File: src/rtl/flow_pkg.sv
package flow_pkg;

   typedef enum logic [3:0] {
      OP_PAGE_JMP   = 4'd0,
      OP_PAGE_CALL  = 4'd1,
      OP_FAR_JMP    = 4'd2,
      OP_FAR_CALL   = 4'd3,
      OP_REL_JMP    = 4'd4,
      OP_PTR_JMP    = 4'd5,
      OP_RETURN     = 4'd6,
      OP_IRQ_RETURN = 4'd7,
      OP_IF_ZERO    = 4'd8,
      OP_IF_NONZERO = 4'd9,
      OP_IF_CARRY   = 4'd10,
      OP_IF_NOCARRY = 4'd11,
      OP_CMP_NE     = 4'd12
   } flow_op_e;

   typedef enum logic [1:0] {
      PH_IDLE   = 2'd0,
      PH_FIRST  = 2'd1,
      PH_SECOND = 2'd2
   } flow_phase_e;

   function automatic logic op_is_call(input logic [3:0] op);
      return (op == OP_PAGE_CALL) || (op == OP_FAR_CALL);
   endfunction

   function automatic logic op_is_return(input logic [3:0] op);
      return (op == OP_RETURN) || (op == OP_IRQ_RETURN);
   endfunction

endpackage

File: src/rtl/flow_target_calc.sv
module flow_target_calc #(
   parameter int PC_W   = 16,
   parameter int DATA_W = 8,
   parameter int PAGE_W = 11
) (
   input  logic [PC_W-1:0]   pc_base,
   input  logic [DATA_W-1:0] opnd_hi,
   input  logic [DATA_W-1:0] opnd_lo,
   input  logic [DATA_W-1:0] acc,
   input  logic [DATA_W-1:0] ptr_lo,
   input  logic [DATA_W-1:0] ptr_hi,
   output logic [PC_W-1:0]   page_tgt,
   output logic [PC_W-1:0]   far_tgt,
   output logic [PC_W-1:0]   rel_tgt,
   output logic [PC_W-1:0]   ptr_tgt
);
   localparam int SEL_W = PAGE_W - DATA_W;
   localparam int EXT_W = PC_W - DATA_W;

   logic [PC_W-1:0] off_ext;
   logic [PC_W-1:0] acc_ext;

   generate
      if (PAGE_W < PC_W) begin : g_paged
         assign page_tgt = {pc_base[PC_W-1:PAGE_W], opnd_hi[SEL_W-1:0], opnd_lo};
      end else begin : g_flat
         assign page_tgt = {opnd_hi[SEL_W-1:0], opnd_lo};
      end
   endgenerate

   assign far_tgt = {opnd_hi, opnd_lo};
   assign off_ext = {{EXT_W{opnd_lo[DATA_W-1]}}, opnd_lo};
   assign rel_tgt = pc_base + off_ext;
   assign acc_ext = {{EXT_W{1'b0}}, acc};
   assign ptr_tgt = {ptr_hi, ptr_lo} + acc_ext;

endmodule

File: src/rtl/flow_cond_eval.sv
module flow_cond_eval
   import flow_pkg::*;
#(
   parameter int DATA_W = 8
) (
   input  logic [3:0]        op,
   input  logic [DATA_W-1:0] acc,
   input  logic              carry,
   input  logic [DATA_W-1:0] cmp_a,
   input  logic [DATA_W-1:0] cmp_b,
   output logic              taken,
   output logic              cy_wr,
   output logic              cy_res
);
   logic acc_zero;

   assign acc_zero = (acc == '0);

   always_comb begin
      case (op)
         OP_IF_ZERO:    taken = acc_zero;
         OP_IF_NONZERO: taken = !acc_zero;
         OP_IF_CARRY:   taken = carry;
         OP_IF_NOCARRY: taken = !carry;
         OP_CMP_NE:     taken = (cmp_a != cmp_b);
         default:       taken = 1'b0;
      endcase
   end

   assign cy_wr  = (op == OP_CMP_NE);
   assign cy_res = (cmp_a < cmp_b);

endmodule

File: src/rtl/flow_stack_seq.sv
module flow_stack_seq #(
   parameter int PC_W   = 16,
   parameter int DATA_W = 8
) (
   input  logic              clk,
   input  logic              rst_n,
   input  logic              first,
   input  logic              second,
   input  logic              is_call,
   input  logic              is_ret,
   input  logic [PC_W-1:0]   pc_base,
   input  logic [DATA_W-1:0] pop_byte,
   output logic              push_req,
   output logic [DATA_W-1:0] push_byte,
   output logic              pop_req,
   output logic [PC_W-1:0]   ret_addr
);
   logic [DATA_W-1:0] hi_r;

   assign push_req  = is_call && (first || second);
   assign pop_req   = is_ret  && (first || second);
   assign push_byte = !push_req ? '0 :
                      first     ? pc_base[DATA_W-1:0] : pc_base[PC_W-1:DATA_W];

   always_ff @(posedge clk) begin
      if (!rst_n)
         hi_r <= '0;
      else if (first && is_ret)
         hi_r <= pop_byte;
   end

   assign ret_addr = {hi_r, pop_byte};

endmodule

File: src/rtl/flow_ctrl.sv
module flow_ctrl
   import flow_pkg::*;
#(
   parameter int PC_W   = 16,
   parameter int DATA_W = 8,
   parameter int PAGE_W = 11
) (
   input  logic              clk,
   input  logic              rst_n,
   input  logic              start,
   input  logic [3:0]        op_class,
   input  logic [DATA_W-1:0] opnd_hi,
   input  logic [DATA_W-1:0] opnd_lo,
   input  logic [PC_W-1:0]   pc_next,
   input  logic [DATA_W-1:0] acc,
   input  logic [DATA_W-1:0] ptr_lo,
   input  logic [DATA_W-1:0] ptr_hi,
   input  logic              carry_in,
   input  logic [DATA_W-1:0] cmp_a,
   input  logic [DATA_W-1:0] cmp_b,
   input  logic [DATA_W-1:0] pop_byte,
   output logic              done,
   output logic [PC_W-1:0]   pc_out,
   output logic              carry_out,
   output logic              carry_wr,
   output logic              push_req,
   output logic [DATA_W-1:0] push_byte,
   output logic              pop_req,
   output logic              irq_done
);
   generate
      if (PC_W != 2 * DATA_W) begin : g_bad_width
         $error("flow_ctrl: PC_W must equal twice DATA_W");
      end
      if (PAGE_W <= DATA_W || PAGE_W > PC_W) begin : g_bad_page
         $error("flow_ctrl: PAGE_W must lie above DATA_W and not exceed PC_W");
      end
   endgenerate

   flow_phase_e       phase;
   logic [3:0]        op_q;
   logic [DATA_W-1:0] hi_q, lo_q, acc_q, plo_q, phi_q, ca_q, cb_q;
   logic [PC_W-1:0]   pcb_q;
   logic              cy_q;
   logic              accept;

   assign accept = start && (phase == PH_IDLE);

   // operand capture on acceptance
   always_ff @(posedge clk) begin
      if (!rst_n) begin
         op_q  <= '0;
         hi_q  <= '0;
         lo_q  <= '0;
         pcb_q <= '0;
         acc_q <= '0;
         plo_q <= '0;
         phi_q <= '0;
         cy_q  <= 1'b0;
         ca_q  <= '0;
         cb_q  <= '0;
      end else if (accept) begin
         op_q  <= op_class;
         hi_q  <= opnd_hi;
         lo_q  <= opnd_lo;
         pcb_q <= pc_next;
         acc_q <= acc;
         plo_q <= ptr_lo;
         phi_q <= ptr_hi;
         cy_q  <= carry_in;
         ca_q  <= cmp_a;
         cb_q  <= cmp_b;
      end
   end

   logic [PC_W-1:0] page_tgt, far_tgt, rel_tgt, ptr_tgt, ret_addr;
   logic            taken, cy_wr, cy_res;

   flow_target_calc #(.PC_W(PC_W), .DATA_W(DATA_W), .PAGE_W(PAGE_W)) u_tgt (
      .pc_base  (pcb_q),
      .opnd_hi  (hi_q),
      .opnd_lo  (lo_q),
      .acc      (acc_q),
      .ptr_lo   (plo_q),
      .ptr_hi   (phi_q),
      .page_tgt (page_tgt),
      .far_tgt  (far_tgt),
      .rel_tgt  (rel_tgt),
      .ptr_tgt  (ptr_tgt)
   );

   flow_cond_eval #(.DATA_W(DATA_W)) u_cond (
      .op     (op_q),
      .acc    (acc_q),
      .carry  (cy_q),
      .cmp_a  (ca_q),
      .cmp_b  (cb_q),
      .taken  (taken),
      .cy_wr  (cy_wr),
      .cy_res (cy_res)
   );

   flow_stack_seq #(.PC_W(PC_W), .DATA_W(DATA_W)) u_stk (
      .clk       (clk),
      .rst_n     (rst_n),
      .first     (phase == PH_FIRST),
      .second    (phase == PH_SECOND),
      .is_call   (op_is_call(op_q)),
      .is_ret    (op_is_return(op_q)),
      .pc_base   (pcb_q),
      .pop_byte  (pop_byte),
      .push_req  (push_req),
      .push_byte (push_byte),
      .pop_req   (pop_req),
      .ret_addr  (ret_addr)
   );

   logic [PC_W-1:0] next_pc;

   always_comb begin
      case (op_q)
         OP_PAGE_JMP, OP_PAGE_CALL: next_pc = page_tgt;
         OP_FAR_JMP, OP_FAR_CALL:   next_pc = far_tgt;
         OP_REL_JMP:                next_pc = rel_tgt;
         OP_PTR_JMP:                next_pc = ptr_tgt;
         OP_RETURN, OP_IRQ_RETURN:  next_pc = ret_addr;
         OP_IF_ZERO, OP_IF_NONZERO,
         OP_IF_CARRY, OP_IF_NOCARRY,
         OP_CMP_NE:                 next_pc = taken ? rel_tgt : pcb_q;
         default:                   next_pc = pcb_q;
      endcase
   end

   // sequencing and registered result
   always_ff @(posedge clk) begin
      if (!rst_n) begin
         phase     <= PH_IDLE;
         done      <= 1'b0;
         pc_out    <= '0;
         carry_out <= 1'b0;
         carry_wr  <= 1'b0;
         irq_done  <= 1'b0;
      end else begin
         done     <= 1'b0;
         carry_wr <= 1'b0;
         irq_done <= 1'b0;
         case (phase)
            PH_IDLE:  if (start) phase <= PH_FIRST;
            PH_FIRST: phase <= PH_SECOND;
            PH_SECOND: begin
               phase    <= PH_IDLE;
               done     <= 1'b1;
               pc_out   <= next_pc;
               carry_wr <= cy_wr;
               if (cy_wr) carry_out <= cy_res;
               irq_done <= (op_q == OP_IRQ_RETURN);
            end
            default:  phase <= PH_IDLE;
         endcase
      end
   end

endmodule

File: config.mk
export PLATFORM = sky130hd
export DESIGN_NAME = flow_ctrl
export DESIGN_NICKNAME = d
export VERILOG_FILES = /design/src/rtl/flow_pkg.sv /design/src/rtl/flow_target_calc.sv /design/src/rtl/flow_cond_eval.sv /design/src/rtl/flow_stack_seq.sv /design/src/rtl/flow_ctrl.sv
export SDC_FILE = /design/constraint.sdc
export NUM_CORES = 1
export LEC_CHECK = 0
export BUFFER_PORTS_ARGS = -buffer_cell sky130_fd_sc_hd__buf_4
export CAP_MARGIN = 20
export CORE_AREA = 2 2 124 126
export CTS_CLUSTER_SIZE = 25
export DETAILED_ROUTE_END_ITERATION = 12
export DIE_AREA = 0 0 126 128
export PLACE_DENSITY = 0.64
export SYNTH_ARGS = -nofsm -noshare
export SYNTH_HDL_FRONTEND = slang
export SYNTH_HIERARCHICAL = 1
export SYNTH_SLANG_ARGS = --single-unit
File: constraint.sdc
create_clock -name clk -period 3.53 [get_ports clk]
set_clock_uncertainty 0.2 [all_clocks]
set_input_delay 0.1765 -clock clk [delete_from_list [all_inputs] [get_ports clk]]
set_output_delay 0.1765 -clock clk [all_outputs]
set_load 0.02 [all_outputs]
**Word level (Yosys, flattened, before mapping)**

Cells that the tools add are included.

- Logic and storage cells: 62
- Flip-flop bits (word level): 107
- Input bits: 88
- Output and inout port bits: 30

- $lt $le $gt $ge: 1
- Reductions and logical operators: 18
- Equal/unequal tests: 16
- Mux-type cells: 8
- Add/sub/neg operators: 2

Operator list:

| kind | count |
|---|---|
| 16-bit one-hot mux with 6 select lines | 1 |
| 4-bit == test (second input constant) | 5 |
| 16-bit adder | 1 |
| 16-bit by 8-bit adder with 16-bit output | 1 |
| 4-bit by 3-bit == test with 1-bit output (second input constant) | 4 |
| 16-bit 2-to-1 mux | 1 |
| 8-bit 2-to-1 mux | 2 |
| 4-bit by 2-bit == test with 1-bit output (second input constant) | 2 |
| 8-bit zero test | 1 |
| 8-bit less-than comparator | 1 |
| 8-bit inequality test | 1 |
| 2-bit OR reduction | 3 |
| 1-bit one-hot mux with 5 select lines | 1 |
| 5-bit OR reduction | 1 |
| 4-bit by 1-bit == test with 1-bit output (second input constant) | 1 |
| 1-bit logical AND | 4 |
| 4-bit zero test | 1 |
| 2-bit one-hot mux with 2 select lines | 1 |
| 2-bit AND reduction | 2 |
| 1-bit logical OR | 3 |
| 2-bit by 1-bit == test with 1-bit output (second input constant) | 1 |
| 2-bit == test (second input constant) | 1 |
| 1-bit zero test | 2 |
| 2-bit zero test | 1 |
| 3 further kinds | 3 |

**Longest topological paths before layout**

- Depth after elaboration: 5
- Depth in mapped cells: 11
- Mapped depth without buffers: 11

**Modules after synthesis**

The synthesis kept the hierarchy.

By module, submodules not included:

| module | cells an instance | times used | sequential area each (sq um) | area each (sq um) |
|---|---|---|---|---|
| flow_ctrl | 530 | 1 | 1,981.9 | 4,418.0 |
| flow_target_calc | 189 | 1 | 0.0 | 1,410.1 |
| flow_stack_seq | 76 | 1 | 160.2 | 578.1 |
| flow_cond_eval | 36 | 1 | 0.0 | 252.7 |

**Least setup slack after synthesis**

No wires, ideal clock.

- Path type: reg-to-reg
- Start: register acc_q[0]
- End: register pc_out[14]
- Path buffers: 0
- Library setup time: 122 ps
- Required time: 3,208 ps
- Clock period less this slack: 2,928 ps
- Cell stages (with the launch flop): 12
- Arrival time: 2,606 ps
- Path slack: 602 ps
- Cell sequence: dfxtp_1 -> ha_1 -> fa_1 -> a21o_1 -> a221o_1 -> a211oi_2 -> nor3_1 -> xor2_1 -> and2b_2 -> o21ai_0 -> a31oi_1 -> a221o_1

- Elaborated cells between the ends (all ways): 6
- Those cells by class: 1 x add/sub; 3 x mux; 2 x reduce/logical

RTL lines:

| what | RTL line | text |
|---|---|---|
| start: declaration | flow_ctrl.sv:42 | `logic [DATA_W-1:0] hi_q, lo_q, acc_q, plo_q, phi_q, ca_q, cb_q;` |
| start signal: assignment | flow_ctrl.sv:56 | `acc_q <= '0;` |
| start signal: assignment | flow_ctrl.sv:67 | `acc_q <= acc;` |
| 16-bit by 8-bit adder with 16-bit output | flow_target_calc.sv:35 | `assign ptr_tgt = {ptr_hi, ptr_lo} + acc_ext;` |
| named net ptr_tgt[14] | flow_ctrl.sv:76 | `logic [PC_W-1:0] page_tgt, far_tgt, rel_tgt, ptr_tgt, ret_addr;` |
| 16-bit one-hot mux with 6 select lines | flow_ctrl.sv:121 | `case (op_q)` |
| end signal: assignment | flow_ctrl.sv:153 | `pc_out <= next_pc;` |
| end: declaration | flow_ctrl.sv:23 | `output logic [PC_W-1:0] pc_out,` |

The timed path passes the listed nets, and every way through them passes these cells.
A chain may end at the register's enable or synchronous reset.

**Worst setup path in the final report**

- Start: register acc_q[0]
- End: register pc_out[12]

Same word-level chain as after synthesis.

==> metrics.md <==
| Metric | Value |
|---|---|
| Reg area | 2140 um^2 |
| Number of synthesized register bits | 107 |
| CP Data Arrival Time | 3250 ps |
| Syn nets | 952 |
| Synth area leader | dfxtp_1 |
| Multi-input logic area | 3870 um^2 |
| Largest net degree at the start of global routing | 97 |
| Crit-path most repeated cell | a221o_1 |
| Clock slew at reported path FFs | 70 ps |
| Reg2Reg Depth | 11 |
| Routed Wire Length | 18600 um |
| Initial DRC Count | 434 |
| Setup crit start kind | register |
| Cell Chain, Critical Path | ha_1 -> fa_1 -> a21o_1 -> a221o_1 -> a211oi_2 -> nor3_1 -> xor2_1 -> nor2b_1 -> o21ai_0 -> a21oi_1 -> a221o_1 |
| Crit Path Max Fanout | 4 |
| Peak VDD IR | 0.308 mV |
| Top FF cell, synth | dfxtp_1 |
| CTS Root Cell | clkbuf_16 |
| Vias in the first global route | 5856 |
| Slew headroom | 0.385 |
| Worst hold path type | register to register |
| CTS buffer count | 9 |
| Kind of end point of the critical path | register |
| Yosys cell types | 62 |
| Clock Latency Late Sink | 360 ps |
| Cell Pwr Density | 350 nW/um^2 |
| Area delta synth->final | 27.5% |
| Total GRT Usage | 0.231 |
| Status | complete, no violations |
| Number of max-slew violations in the final report | 0 |
| Core area | 14900 um^2 |
| Required @ worst endpoint | 3580 ps |
| Fillcell total | 1395 |
| Final GP Congestion | 0.919 |
| Min Tclk post-route | 3200 ps |
| Top post-synthesis cells by area | dfxtp_1 32%, nand2_1 11%, a21boi_0 8.9% |
| Initial antenna violation count | 0 |
| Die Width | 126 um |
| Rows | 45 |
| DR WL/cell | 16.0 um |
| Vias/cell | 5.32 |
| Gate Count Post-Synth | 831 |
| Routed vias | 6176 |
| Top delay family on crit path | compound AO/OA/AOI/OAI gates |
| Post-synth EDFFs | 0 |
| Hold depth | 2 |
| Overflow after GRT | 0 |
| Remaining antenna violation count after routing | 0 |
| CTS sink count | 107 |
| Post-CTS Setup Bufs | 0 |
| Buf/Inv on CP | 0 |
| Yosys top cell area share | 0.322 |
| Setup CP Type | register to register |
| Total Nets Final | 1089 |
| Worst path slowest cell | fa_1 |
| CP Depth | 11 |
| Mapped cell area | 6660 um^2 |
| Asr flop ratio synth | 0 |
| Finish-stage setup viols | 0 |
| Buffers on Ports | 117 |
| Share of layout cells above drive strength 1 | 0.188 |
| Fin Setup TNS | 0 ps |
| Diodes inserted | 0 |
| Slew at the pin closest to its max-slew limit | 919 ps |
| Mapped Avg Cell Area | 8.01 um^2 |
| WHS | 269 ps |
| Worst path max stage delay | 410 ps |
| Sequential-to-total area share from yosys stat | 0.322 |
| Max H-tree Level | 3 |
| Crit share post-route | 0.905 |
| Post-route DRC violation count | 0 |
| Initial Utilization | 0.448 |
| Max Root-Sink Buffers | 2 |
| Synth Warn # | 6 |
| Die area | 16100 um^2 |
| Final hold violations | 0 |
| Fmax | 313 MHz |
| Drt pass-1 iters | 9 |
| Leak | 3.54 nW |
| Chip height | 128 um |
| RSZ-0062 raised after global routing | false |
| Max Cap Viol | 0 |
| Placed wire-length estimate | 13000 um |
| CTS tree | yes |
| First-pass GRT wire length | 29800 um |
| Io pins | 118 |
[placed cells by master (no fill, tap or decap), types with 4 or more instances in the layout]
| cell type | synthesis | routed |
|---|---|---|
| a21boi_0 | 79 | 79 |
| a21o_1 | 14 | 14 |
| a21oi_1 | 29 | 29 |
| a221o_1 | 11 | 11 |
| a222oi_1 | 15 | 15 |
| and2_1 | 6 | 5 |
| and3_1 | 4 | 4 |
| buf_4 | 44 | 134 |
| clkbuf_16 | 0 | 9 |
| dfxtp_1 | 107 | 107 |
| dlygate4sd3_1 | 0 | 87 |
| ha_1 | 31 | 31 |
| inv_1 | 19 | 19 |
| mux2_2 | 5 | 5 |
| mux2_4 | 5 | 5 |
| mux2i_1 | 7 | 7 |
| nand2_1 | 199 | 198 |
| nand3_1 | 24 | 24 |
| nand4_1 | 11 | 11 |
| nor2_1 | 14 | 14 |
| nor2b_1 | 13 | 13 |
| nor3_1 | 10 | 10 |
| o211ai_1 | 9 | 9 |
| o21ai_0 | 36 | 36 |
| o21ai_1 | 8 | 8 |
| o21ai_2 | 9 | 9 |
| o22ai_1 | 6 | 6 |
| xnor2_1 | 16 | 16 |
| xor2_1 | 11 | 11 |
[state kept, by name, summed over array words and instances (netlist names), 2 cells and up]
register / count
cb_q: 8
u_stk/hi_r: 8
op_q: 4
plo_q: 8
lo_q: 8
acc_q: 8
pcb_q: 16
hi_q: 8
ca_q: 8
phase: 2
phi_q: 8
pc_out: 16
[metal layers]
layer  up-vias  global-route usage  part of all wire
met5         -                   0                 0
met4         0              0.0814             0.023
met3        28              0.0501             0.057
met2       183               0.378              0.45
met1      2814               0.302              0.47
li1       3151                   -                 -
[worst paths after layout]
path	endpoint	from	slack, ps
worst max register to register	pc_out[12]	acc_q[0]	330
worst min-delay path	u_stk/hi_r[3]	u_stk/hi_r[3]	270
worst min register to register	u_stk/hi_r[3]	u_stk/hi_r[3]	270
worst max-delay path	pc_out[12]	acc_q[0]	330
[power by group]
group	internal (mW)	switching, mW
Sequential	1.27	0.0630
Combinational	0.308	0.300
Clock	0.554	0.478
[repair_timing]
item	in CTS	in global routing
endpoints found under the hold margin	87	0
resized for setup	0	0
hold buffers	87	0
[per-stage QoR]
stage                     total power, mW  cell area (um^2)  setup WS [ps]   util  std cells
final                                2.97              8490            334  0.571       1161
after global routing                 3.11              8490            141  0.571       1161
after CTS                            2.99              8490            350  0.571       1160
after detailed placement             1.88              7320            359  0.492       1057
after global placement               1.88              7320            419  0.492       1057
after floorplan                      1.73              6660            602      -        831
[synthesized netlist by cell type, types with 7 or more instances]
master,number
dfxtp_1,107
o21ai_1,8
a222oi_1,15
inv_1,19
nor3_1,10
o211ai_1,9
o21ai_2,9
ha_1,31
xnor2_1,16
a21o_1,14
xor2_1,11
a21boi_0,79
nor2_1,14
nand2_1,199
clkbuf_1,32
nand4_1,11
a221o_1,11
a21oi_1,29
mux2i_1,7
o21ai_0,36
nand3_1,24
nor2b_1,13
buf_4,44
buf_2,9
[cell type report]
class                   instances  share of cell area
clock buffers                   9              0.0265
well taps                     188              0.0277
inverters                      19             0.00840
flip-flops and latches        107               0.252
clock inverters                 7             0.00869
repair buffers                221               0.221
multi-input cells             610               0.456
[cells by family (layout without fill, tap and decap cells)]
kind of cell | count (synthesis) | count (layout) | synth area share
mux | 17 | 17 | 0.0303
simple gates | 294 | 294 | 0.194
fa+ha+maj | 33 | 33 | 0.0643
xor+xnor | 27 | 27 | 0.0355
flops | 107 | 107 | 0.322
buf+inv | 114 | 256 | 0.0979
compound gates | 239 | 239 | 0.257
[tightest hold or removal path, cell delays in order (launching register included)]
cell     delay [ps]
dfxtp_1         310
nand2_1          70
o21ai_2          50
Power figures use the tool's default switching activity.
